--- src/rtl/iq_fmt_pkg.sv ---
package iq_fmt_pkg;

  typedef enum logic [1:0] {
    MODE_DUAL   = 2'd0,
    MODE_SINGLE = 2'd1,
    MODE_WIDE   = 2'd2,
    MODE_RSVD   = 2'd3
  } fmt_mode_e;

  // bits of one component that leave per bit clock
  function automatic int unsigned bits_per_tick(logic [1:0] m);
    case (m)
      2'd1:    return 2;
      2'd2:    return 4;
      default: return 1;
    endcase
  endfunction

  // effective serial word length
  function automatic int unsigned clamp_len(int unsigned wl, int unsigned maxw);
    if (wl < 4) return 4;
    if (wl > maxw) return maxw;
    return wl;
  endfunction

  // last bit position of a frame; a zero interval acts as one
  function automatic int unsigned last_slot(int unsigned fl);
    return (fl == 0) ? 0 : fl - 1;
  endfunction

  // bit position that carries the strobe, advance wrapped in the interval
  function automatic int unsigned strobe_slot(int unsigned fl, int unsigned adv);
    int unsigned f;
    int unsigned a;
    f = (fl == 0) ? 1 : fl;
    a = adv % f;
    return (a == 0) ? 0 : f - a;
  endfunction

endpackage

--- src/rtl/iq_fmt_lane.sv ---
module iq_fmt_lane
  import iq_fmt_pkg::*;
#(
  parameter int unsigned SAMP_W = 25,
  parameter int unsigned WLEN_W = 5,
  parameter int unsigned TAP    = 4
) (
  input  logic              clk,
  input  logic              rst_n,
  input  logic              load,
  input  logic              shift,
  input  logic [2:0]        step,
  input  logic [WLEN_W-1:0] wlen,
  input  logic [SAMP_W-1:0] word,
  output logic [TAP-1:0]    head
);

  logic [SAMP_W-1:0] sh;
  logic [SAMP_W-1:0] mask;
  logic [SAMP_W-1:0] aligned;
  int unsigned       wl;

  // left-align the sample so its MSB sits at the top of the register
  always_comb begin
    wl      = clamp_len(32'(wlen), SAMP_W);
    mask    = {SAMP_W{1'b1}} >> (SAMP_W - wl);
    aligned = (word & mask) << (SAMP_W - wl);
  end

  always_ff @(posedge clk or negedge rst_n) begin
    if (!rst_n)     sh <= '0;
    else if (load)  sh <= aligned;
    else if (shift) sh <= sh << step;
  end

  assign head = sh[SAMP_W-1 -: TAP];

endmodule

--- src/rtl/iq_fmt_timing.sv ---
module iq_fmt_timing
  import iq_fmt_pkg::*;
#(
  parameter int unsigned FLEN_W = 6,
  parameter int unsigned ADV_W  = 2,
  parameter int unsigned DIV_W  = 4
) (
  input  logic              clk,
  input  logic              rst_n,
  input  logic              sync_i,
  input  logic [DIV_W-1:0]  clkdiv,
  input  logic [FLEN_W-1:0] flen,
  input  logic [ADV_W-1:0]  adv,
  output logic              bit_tick,
  output logic              frame_load,
  output logic              shift_now,
  output logic              frame_o,
  output logic [FLEN_W-1:0] pos,
  output logic [DIV_W-1:0]  div_cnt
);

  logic [FLEN_W-1:0] last;
  logic [FLEN_W-1:0] slot;
  logic              wrap;

  always_comb begin
    last = FLEN_W'(last_slot(32'(flen)));
    slot = FLEN_W'(strobe_slot(32'(flen), 32'(adv)));
  end

  assign bit_tick   = (div_cnt == clkdiv);
  assign wrap       = bit_tick && (pos >= last);
  assign frame_load = sync_i || wrap;
  assign shift_now  = bit_tick && !wrap && !sync_i;
  assign frame_o    = (pos == slot);

  always_ff @(posedge clk or negedge rst_n) begin
    if (!rst_n) begin
      div_cnt <= '0;
      pos     <= '0;
    end else if (sync_i) begin
      div_cnt <= '0;
      pos     <= '0;
    end else if (bit_tick) begin
      div_cnt <= '0;
      pos     <= wrap ? '0 : pos + 1'b1;
    end else begin
      div_cnt <= div_cnt + 1'b1;
    end
  end

endmodule

--- src/rtl/iq_fmt_pinmux.sv ---
module iq_fmt_pinmux
  import iq_fmt_pkg::*;
#(
  parameter int unsigned TAP = 4
) (
  input  logic [1:0]       mode,
  input  logic [TAP-1:0]   head_ai,
  input  logic [TAP-1:0]   head_bi,
  input  logic [TAP-1:0]   head_aq,
  input  logic [TAP-1:0]   head_bq,
  output logic [2*TAP-1:0] ser
);

  always_comb begin
    ser = '0;
    case (fmt_mode_e'(mode))
      MODE_SINGLE: begin
        ser[0] = head_ai[TAP-1];
        ser[1] = head_ai[TAP-2];
        ser[2] = head_aq[TAP-1];
        ser[3] = head_aq[TAP-2];
      end
      MODE_WIDE: begin
        for (int j = 0; j < TAP; j++) begin
          ser[j]     = head_ai[TAP-1-j];
          ser[TAP+j] = head_aq[TAP-1-j];
        end
      end
      default: begin
        ser[0] = head_ai[TAP-1];
        ser[1] = head_bi[TAP-1];
        ser[2] = head_aq[TAP-1];
        ser[3] = head_bq[TAP-1];
      end
    endcase
  end

endmodule

--- src/rtl/iq_serial_fmt.sv ---
module iq_serial_fmt
  import iq_fmt_pkg::*;
#(
  parameter  int unsigned SAMP_W = 25,
  parameter  int unsigned WLEN_W = 5,
  parameter  int unsigned FLEN_W = 6,
  parameter  int unsigned ADV_W  = 2,
  parameter  int unsigned DIV_W  = 4,
  localparam int unsigned TAP    = 4,
  localparam int unsigned NPIN   = 2 * TAP
) (
  input  logic              clk,
  input  logic              rst_n,
  input  logic              sync_i,
  input  logic [1:0]        mode_i,
  input  logic [WLEN_W-1:0] wlen_i,
  input  logic [FLEN_W-1:0] flen_i,
  input  logic [ADV_W-1:0]  adv_i,
  input  logic [DIV_W-1:0]  clkdiv_i,
  input  logic              samp_valid_i,
  input  logic [SAMP_W-1:0] ai_i,
  input  logic [SAMP_W-1:0] bi_i,
  input  logic [SAMP_W-1:0] aq_i,
  input  logic [SAMP_W-1:0] bq_i,
  output logic [NPIN-1:0]   ser_o,
  output logic              frame_o
);

  localparam int unsigned NLANE = 4;

  logic [SAMP_W-1:0] word_in [NLANE];
  logic [SAMP_W-1:0] pend    [NLANE];
  logic [TAP-1:0]    head    [NLANE];

  logic              bit_tick;
  logic              frame_load;
  logic              shift_now;
  logic [FLEN_W-1:0] frame_pos;
  logic [DIV_W-1:0]  div_cnt;
  logic [2:0]        step;

  assign word_in[0] = ai_i;
  assign word_in[1] = bi_i;
  assign word_in[2] = aq_i;
  assign word_in[3] = bq_i;
  assign step       = 3'(bits_per_tick(mode_i));

  iq_fmt_timing #(
    .FLEN_W (FLEN_W),
    .ADV_W  (ADV_W),
    .DIV_W  (DIV_W)
  ) u_timing (
    .clk        (clk),
    .rst_n      (rst_n),
    .sync_i     (sync_i),
    .clkdiv     (clkdiv_i),
    .flen       (flen_i),
    .adv        (adv_i),
    .bit_tick   (bit_tick),
    .frame_load (frame_load),
    .shift_now  (shift_now),
    .frame_o    (frame_o),
    .pos        (frame_pos),
    .div_cnt    (div_cnt)
  );

  for (genvar g = 0; g < NLANE; g++) begin : g_lane
    always_ff @(posedge clk or negedge rst_n) begin
      if (!rst_n)            pend[g] <= '0;
      else if (samp_valid_i) pend[g] <= word_in[g];
    end

    iq_fmt_lane #(
      .SAMP_W (SAMP_W),
      .WLEN_W (WLEN_W),
      .TAP    (TAP)
    ) u_lane (
      .clk   (clk),
      .rst_n (rst_n),
      .load  (frame_load),
      .shift (shift_now),
      .step  (step),
      .wlen  (wlen_i),
      .word  (pend[g]),
      .head  (head[g])
    );
  end

  iq_fmt_pinmux #(
    .TAP (TAP)
  ) u_pinmux (
    .mode    (mode_i),
    .head_ai (head[0]),
    .head_bi (head[1]),
    .head_aq (head[2]),
    .head_bq (head[3]),
    .ser     (ser_o)
  );

endmodule

--- config.mk ---
export PLATFORM = sky130hd
export DESIGN_NAME = iq_serial_fmt
export DESIGN_NICKNAME = d
export VERILOG_FILES = /design/src/rtl/iq_fmt_pkg.sv /design/src/rtl/iq_fmt_lane.sv /design/src/rtl/iq_fmt_timing.sv /design/src/rtl/iq_fmt_pinmux.sv /design/src/rtl/iq_serial_fmt.sv
export SDC_FILE = /design/constraint.sdc
export NUM_CORES = 1
export LEC_CHECK = 0
export ABC_AREA = 1
export BUFFER_PORTS_ARGS = -buffer_cell sky130_fd_sc_hd__buf_2
export CELL_PAD_IN_SITES_DETAIL_PLACEMENT = 1
export CELL_PAD_IN_SITES_GLOBAL_PLACEMENT = 2
export CORE_ASPECT_RATIO = 0.75
export CORE_MARGIN = 1
export CORE_UTILIZATION = 32
export DETAILED_ROUTE_END_ITERATION = 7
export GPL_TIMING_DRIVEN = 0
export HOLD_SLACK_MARGIN = 0.15
export PLACE_DENSITY_LB_ADDON = 0.1
export SYNTH_ARGS = -nofsm -noshare
export SYNTH_HDL_FRONTEND = slang
export SYNTH_SLANG_ARGS = --single-unit
--- constraint.sdc ---
create_clock -name clk -period 61.1 [get_ports clk]
set_clock_uncertainty 0.15 [all_clocks]
set_input_delay 3.055 -clock clk [delete_from_list [all_inputs] [get_ports clk]]
set_output_delay 3.055 -clock clk [all_outputs]
set_load 0.02 [all_outputs]
==> results of run 1 <==
## final timing paths
kind                                            to  slack (ps)  depth (start not counted)             from
hold / removal                            pend[51]         360                          1         pend[51]
hold reg to reg                           pend[51]         360                          1         pend[51]
setup reg to reg           g_lane[1].u_lane.sh[10]       56020                         19  u_timing.pos[0]
max in group asynchronous   g_lane[0].u_lane.sh[5]       57690                          2            rst_n
min in group asynchronous                 pend[17]        2190                          1            rst_n
setup / recovery                           frame_o        2930                        396        flen_i[1]
## cell families (layout without fill, tap and decap cells)
group / after synthesis / count (layout) / synth area share [%]
multiplexers: 61 / 61 / 1.40
AO/OA/AOI/OAI: 1225 / 1225 / 15.4
adder cells (fa/ha/maj): 169 / 169 / 4.55
AND/OR/NAND/NOR: 4557 / 4557 / 50.3
other: 1 / 4 / 0.00802
flip-flops: 210 / 210 / 11.2
buffers and inverters: 1331 / 1784 / 12.9
XOR/XNOR: 219 / 219 / 4.15
## worst max-delay path: cells and delay by family
kind / cells / cell delay [ps]
AOI/OAI and AO/OA: 98 / 13430
xor gates and xnor gates: 2 / 390
adders and majority gates: 31 / 7940
buffers and inverters: 99 / 10830
and+or+nand+nor: 166 / 19050
## layout by cell type, fill, tap and decap left out, types with 91 or more instances in the layout
cell	synthesis	layout
sky130_fd_sc_hd__nand2_1	2026	1967
sky130_fd_sc_hd__inv_1	891	855
sky130_fd_sc_hd__nor2_1	783	762
sky130_fd_sc_hd__nand3_1	537	524
sky130_fd_sc_hd__o21ai_0	587	516
sky130_fd_sc_hd__nand2_2	256	311
sky130_fd_sc_hd__buf_4	5	265
sky130_fd_sc_hd__dfrtp_1	210	210
sky130_fd_sc_hd__nand4_1	187	187
sky130_fd_sc_hd__clkbuf_1	168	171
sky130_fd_sc_hd__nand3_2	159	161
sky130_fd_sc_hd__xor2_1	141	141
sky130_fd_sc_hd__a21oi_1	188	141
sky130_fd_sc_hd__buf_2	1	127
sky130_fd_sc_hd__nor2_2	123	125
sky130_fd_sc_hd__nor2_4	99	118
sky130_fd_sc_hd__nand2_4	117	115
sky130_fd_sc_hd__inv_2	77	104
sky130_fd_sc_hd__ha_1	167	104
sky130_fd_sc_hd__o21ai_2	47	91
## metal layers
layer	vias to the layer above	track usage, %	part of all wire, %
met5	-	0	0
met4	0	5.71	2.0
met3	206	2.70	5.4
met2	1439	43.1	42
met1	26700	43.9	51
li1	26300	-	-
## flip-flops by register name, summed over array words and instances, names as in the netlist
register          count
u_timing.div_cnt      4
u_timing.pos          6
g_lane.u_lane.sh    100
pend                100
## layout make-up
| type | instances | area [um2] |
|---|---|---|
| multi-input cells | 6232 | 37600 |
| clock inverters | 13 | 150 |
| flip-flops and latches | 210 | 5260 |
| fillers | 19300 | 89900 |
| diodes | 3 | 7.51 |
| well taps | 1906 | 2380 |
| inverters | 1055 | 4280 |
| repair buffers | 401 | 2850 |
| plain buffers | 275 | 1830 |
| repair inverters | 1 | 5.00 |
| clock buffers | 39 | 823 |
## per-stage QoR
| step | setup TNS [ps] | std cells | hold slack (ps) | instance area [um2] | worst slack, ps |
|---|---|---|---|---|---|
| after global placement | -12840 | 9808 | 342 | 49800 | -12840 |
| after detailed placement | -12350 | 9815 | 354 | 50000 | -12350 |
| final | 0 | 10100 | 360 | 55200 | 2930 |
| after floorplan | 0 | 7773 | 310 | 46800 | 990 |
| after global routing | -444 | 10100 | 395 | 55200 | -444 |
| after CTS | 0 | 9989 | 366 | 53000 | 15.3 |
## what timing repair did
action,in CTS,in global routing
gates cloned,1,1
endpoints found under the setup margin,1,1
pin swaps,94,139
setup buffers,122,142
resized for setup,279,252
hold buffers,0,0
==> implementation parameters, run 1 <==
Parameter                              Value

Critical path
  Crit path kind ... primary input to output port
  Worst Path Required ... 57890 ps
  Worst stage delay on the critical path ... 530 ps
  Highest net fanout along the worst path ... 10
  CP max-delay cell ... sky130_fd_sc_hd__or4_4
  CP Data Arrival Time ... 54970 ps
  Kind of start point of the critical path ... primary input
  Cell mode on critical path ... sky130_fd_sc_hd__nand2_1
  Sort of element at the end of the critical path ... output port

Floorplan
  Total I/O pin count ... 132
  Initial standard-cell utilization of the core ... 32.2%
  Core area ... 145000 um2
  Site row count ... 121
  Die Y-Extent ... 333 um
  Die X ... 443 um
  Die Area ... 148000 um2

Clocking
  Cts bufs inserted ... 28
  Clock latency on the worst-skew pair ... 600 ps
  Clock sink total ... 210
  Clock Root Buffer ... sky130_fd_sc_hd__clkbuf_16
  CTS tree ... yes
  Reg clk slew, reported paths ... 60 ps
  Clock Tree Buf Depth ... 3
  Maximum level of the CTS H-tree ... 1

Routing
  Via/cell ratio ... 5.39
  Average wire per standard cell ... 21.9 um
  1st-pass router iterations ... 7
  Iter 0 DRT Violations ... 4145
  Detail Route Antenna Nets ... 0
  DRC errors left ... 0
  Total number of vias ... 54700
  Final routed wirelength across all metal layers ... 222000 um

Synth
  Net count after synthesis ... 8065
  Predominant post-synthesis flop cell ... sky130_fd_sc_hd__dfrtp_1
  Leading post-synthesis cells by cell area ... sky130_fd_sc_hd__nand2_1 16%, sky130_fd_sc_hd__dfrtp_1 11%, sky130_fd_sc_hd__inv_1 7.2%
  Most repeated cell in the gate-level netlist after synthesis ... sky130_fd_sc_hd__nand2_1
  Cell accounting for the most synthesized area ... sky130_fd_sc_hd__nand2_1
  Ranking of synthesized cells by instance count ... 2026 x sky130_fd_sc_hd__nand2_1, 891 x sky130_fd_sc_hd__inv_1, 783 x sky130_fd_sc_hd__nor2_1, 587 x sky130_fd_sc_hd__o21ai_0, 537 x sky130_fd_sc_hd__nand3_1
  Async set-or-reset flop fraction in the synthesized netlist ... 100%
  Gate Count Post-Synth ... 7773
  Synthesis-stage register bit count ... 210
  Cell Area, Synth ... 46800 um2
  Post-synth EDFFs ... 0
  Number of synthesis warnings ... 0
  Sequential cell area fraction in the yosys report ... 11.2%
  Share of Yosys cell area claimed by the top area cell type ... 16.3%
  Number of distinct library cell variants in the gate-level netlist after synthesis ... 99
  Syn_area_per_cell ... 6.02 um2

Placement
  Detailed-placement wirelength estimate ... 183000 um
  Global placer's final weighted congestion ... 0.986
  Number of input and output port buffers inserted ... 129

Job
  Count of max-cap constraint violations ... 0

Status
  Status ... complete, no violations

STA
  Slew of the pin with the lowest slew margin ... 1340 ps
  Headroom to the max-slew limit ... 10.4%
  Highest attainable clock frequency ... 17.2 MHz
  Final hold violation count ... 0
  Final critical delay including setup and external delays ... 58170 ps
  Total setup violations reported at the end of the flow ... 0
  Count of final max-slew check failures ... 0
  Fin crit share ... 95.2%

Cells and area
  Final design utilization ... 38.0%
  Count of nets after finishing ... 8496
  P&R area growth vs syn ... 18.0%
  Fraction of layout instances using a drive strength above 1 ... 24.0%

Worst hold path
  Class of the most critical hold timing path ... flop to flop

Global route
  Vias in the first global route ... 53800
  Initial antenna violation count ... 2
  GR Overflow Total ... 0
  Total Routing Usage GR ... 28.8%
  Maximum number of pins on one net before global-route repair ... 90
  Global-route wire length before repair ... 332000 um
Power of run 1 is left out: the tool's default activity adds up to more than one toggle a clock period on the data nets, which glitch-free logic cannot reach.
==> run 2: changes to the inputs <==
- SYNTH_HIERARCHICAL: not set -> 1
==> run 2 against run 1 <==
Worst hold slack got worse by 38 ps; synthesized area increased by 7.0%; critical path depth decreased by 11; design area increased by 6.7%; highest routed layer is now met5; final cell count increased by 8.6%; critical endpoint unchanged.
==> implementation parameters, run 2 <==
Parameter                              Value

Status
  Status ... complete, no violations

STA
  Final hold violation count ... 0
  Headroom to the max-slew limit ... 24.2%
  Total setup violations reported at the end of the flow ... 0
  Highest attainable clock frequency ... 17.2 MHz
  Count of final max-slew check failures ... 0
  Fin crit share ... 95.2%
  Post-layout worst setup margin ... 2960 ps
  Final critical delay including setup and external delays ... 58140 ps
  Slew of the pin with the lowest slew margin ... 1140 ps

Critical path
  CP max-delay cell ... sky130_fd_sc_hd__ha_2
  Number of cells on the critical path ... 385
  Critical register-to-register path endpoint ... g_lane[0].u_lane/sh[14]
  Worst setup path startpoint ... flen_i[0]
  Worst stage delay on the critical path ... 390 ps
  Worst Path Required ... 57890 ps
  Total buffers and inverters traversed by the critical path ... 76
  Crit path kind ... primary input to output port
  CP Data Arrival Time ... 54930 ps
  Reg2Reg Depth ... 16
  Cell mode on critical path ... sky130_fd_sc_hd__nand2_1
  Startpoint of the lowest-slack register-to-register path ... u_timing/pos[0]
  Highest net fanout along the worst path ... 19
  Sort of element at the end of the critical path ... output port
  Top Family by Delay on Critical Path ... simple AND/OR/NAND/NOR gates
  Worst setup slack for register-to-register paths ... 56470 ps
  Kind of start point of the critical path ... primary input

Floorplan
  Die Area ... 158000 um2
  Die X ... 459 um
  Site row count ... 125
  Initial standard-cell utilization of the core ... 32.3%
  Total I/O pin count ... 132
  Core area ... 155000 um2
  Die Y-Extent ... 344 um

Cells and area
  Count of nets after finishing ... 9186
  Sequential cell area in the final layout ... 5260 um2
  P&R area growth vs syn ... 17.6%
  Top Registers ... g_lane.u_lane/sh (100), pend (100), u_timing/pos (6)
  Most frequent cells in the layout ... 2312 x sky130_fd_sc_hd__nand2_1, 917 x sky130_fd_sc_hd__nand3_1, 847 x sky130_fd_sc_hd__inv_1
  Leading cell type in the layout, fill and taps excluded ... sky130_fd_sc_hd__nand2_1
  Area occupied by multi-input gates ... 40600 um2
  Fraction of layout instances using a drive strength above 1 ... 25.0%
  Fill cells ... 20600

Global route
  GR peak layer ... met1
  GR Overflow Total ... 0
  GR Layer Usage met1 ... 42.1%
  Maximum number of pins on one net before global-route repair ... 103
  Routing usage on met3 ... 2.81%
  Vias in the first global route ... 56800
  Initial antenna violation count ... 7
  Total Routing Usage GR ... 26.9%
  GR Util met2 ... 40.0%
  Global-route wire length before repair ... 338000 um

Clocking
  Clock latency on the worst-skew pair ... 600 ps
  Cts bufs inserted ... 26
  Maximum level of the CTS H-tree ... 1
  Clock Tree Buf Depth ... 3
  CTS tree ... yes
  Reg clk slew, reported paths ... 60 ps
  Clock sink total ... 210
  Clock Root Buffer ... sky130_fd_sc_hd__clkbuf_16

Synth
  Syn_area_per_cell ... 5.94 um2
  Cell Area, Synth ... 50000 um2
  Gate Count Post-Synth ... 8430
  Number of synthesis warnings ... 6
  Net count after synthesis ... 8730

Worst hold path
  Cell depth of the worst hold path ... 2
  Class of the most critical hold timing path ... flop to flop
  End point of the worst hold path ... pend[77]
  Hold path startpoint ... pend[77]

Routing
  DRC errors left ... 0
  Via/cell ratio ... 5.26
  Iter 0 DRT Violations ... 3781
  Final routed wirelength across all metal layers ... 221000 um
  Detail Route Antenna Nets ... 0
  1st-pass router iterations ... 7
  Average wire per standard cell ... 20.1 um
  Total number of vias ... 57900

Placement
  Global placer's final weighted congestion ... 0.917
  Detailed-placement wirelength estimate ... 180000 um
  Number of input and output port buffers inserted ... 131
  Worst-case setup slack after placement ... -15590 ps

Job
  Count of max-cap constraint violations ... 0
==> run 2: layout make-up <==
cell class / instances / share of cell area [%]
diodes: 2 / 0.00850
plain buffers: 266 / 3.60
clock buffers: 32 / 1.23
clock inverters: 16 / 0.378
inverters: 1060 / 7.25
multi-input cells: 6889 / 68.9
flip-flops and latches: 210 / 8.93
well taps: 2095 / 4.45
repair buffers: 432 / 5.24
repair inverters: 1 / 0.0106
==> run 2: metrics by stage <==
stage / utilization, % / std cells / hold slack (ps) / setup TNS [ps] / area (um2)
finish: 38.0 / 11000 / 322 / 0 / 58900
detailed placement: 34.5 / 10700 / 311 / -15590 / 53500
CTS: 36.7 / 10900 / 327 / 0 / 56900
global route: 38.0 / 11000 / 340 / -565 / 58900
floorplan: - / 8430 / 292 / 0 / 50000
global placement: 34.4 / 10700 / 307 / -14730 / 53300
==> run 2: layer usage <==
metal  up-vias  part of all wire, %  wire length [um]
li1      28600                    -                 -
met4         6                  1.2              2730
met5         -                0.016                35
met3       154                  4.3              9460
met1     28100                   53            118000
met2       974                   41             91200
==> run 2: timing repair <==
item,in CTS,in global routing
setup endpoints to repair,1,1
hold buffers,0,0
gates resized for setup,293,234
gates cloned,2,2
hold endpoints to repair,0,0
pin swaps,118,130
buffers inserted,168,125
==> run 2: worst max path at each step <==
stage              end
2_1_floorplan  frame_o
3_3_place_gp   frame_o
3_5_place_dp   frame_o
4_1_cts        frame_o
5_1_grt        frame_o
6_report       frame_o
==> run 2: worst reg2reg max path: cells and delay by family (launching register included) <==
kind                       cells  cell delay [ps]
AOI/OAI and AO/OA              8             1460
buffers and inverters          5             1320
and+or+nand+nor                2              910
DFF                            1              460
adders and majority gates      1              300
Power of run 2 is left out for the same reason.
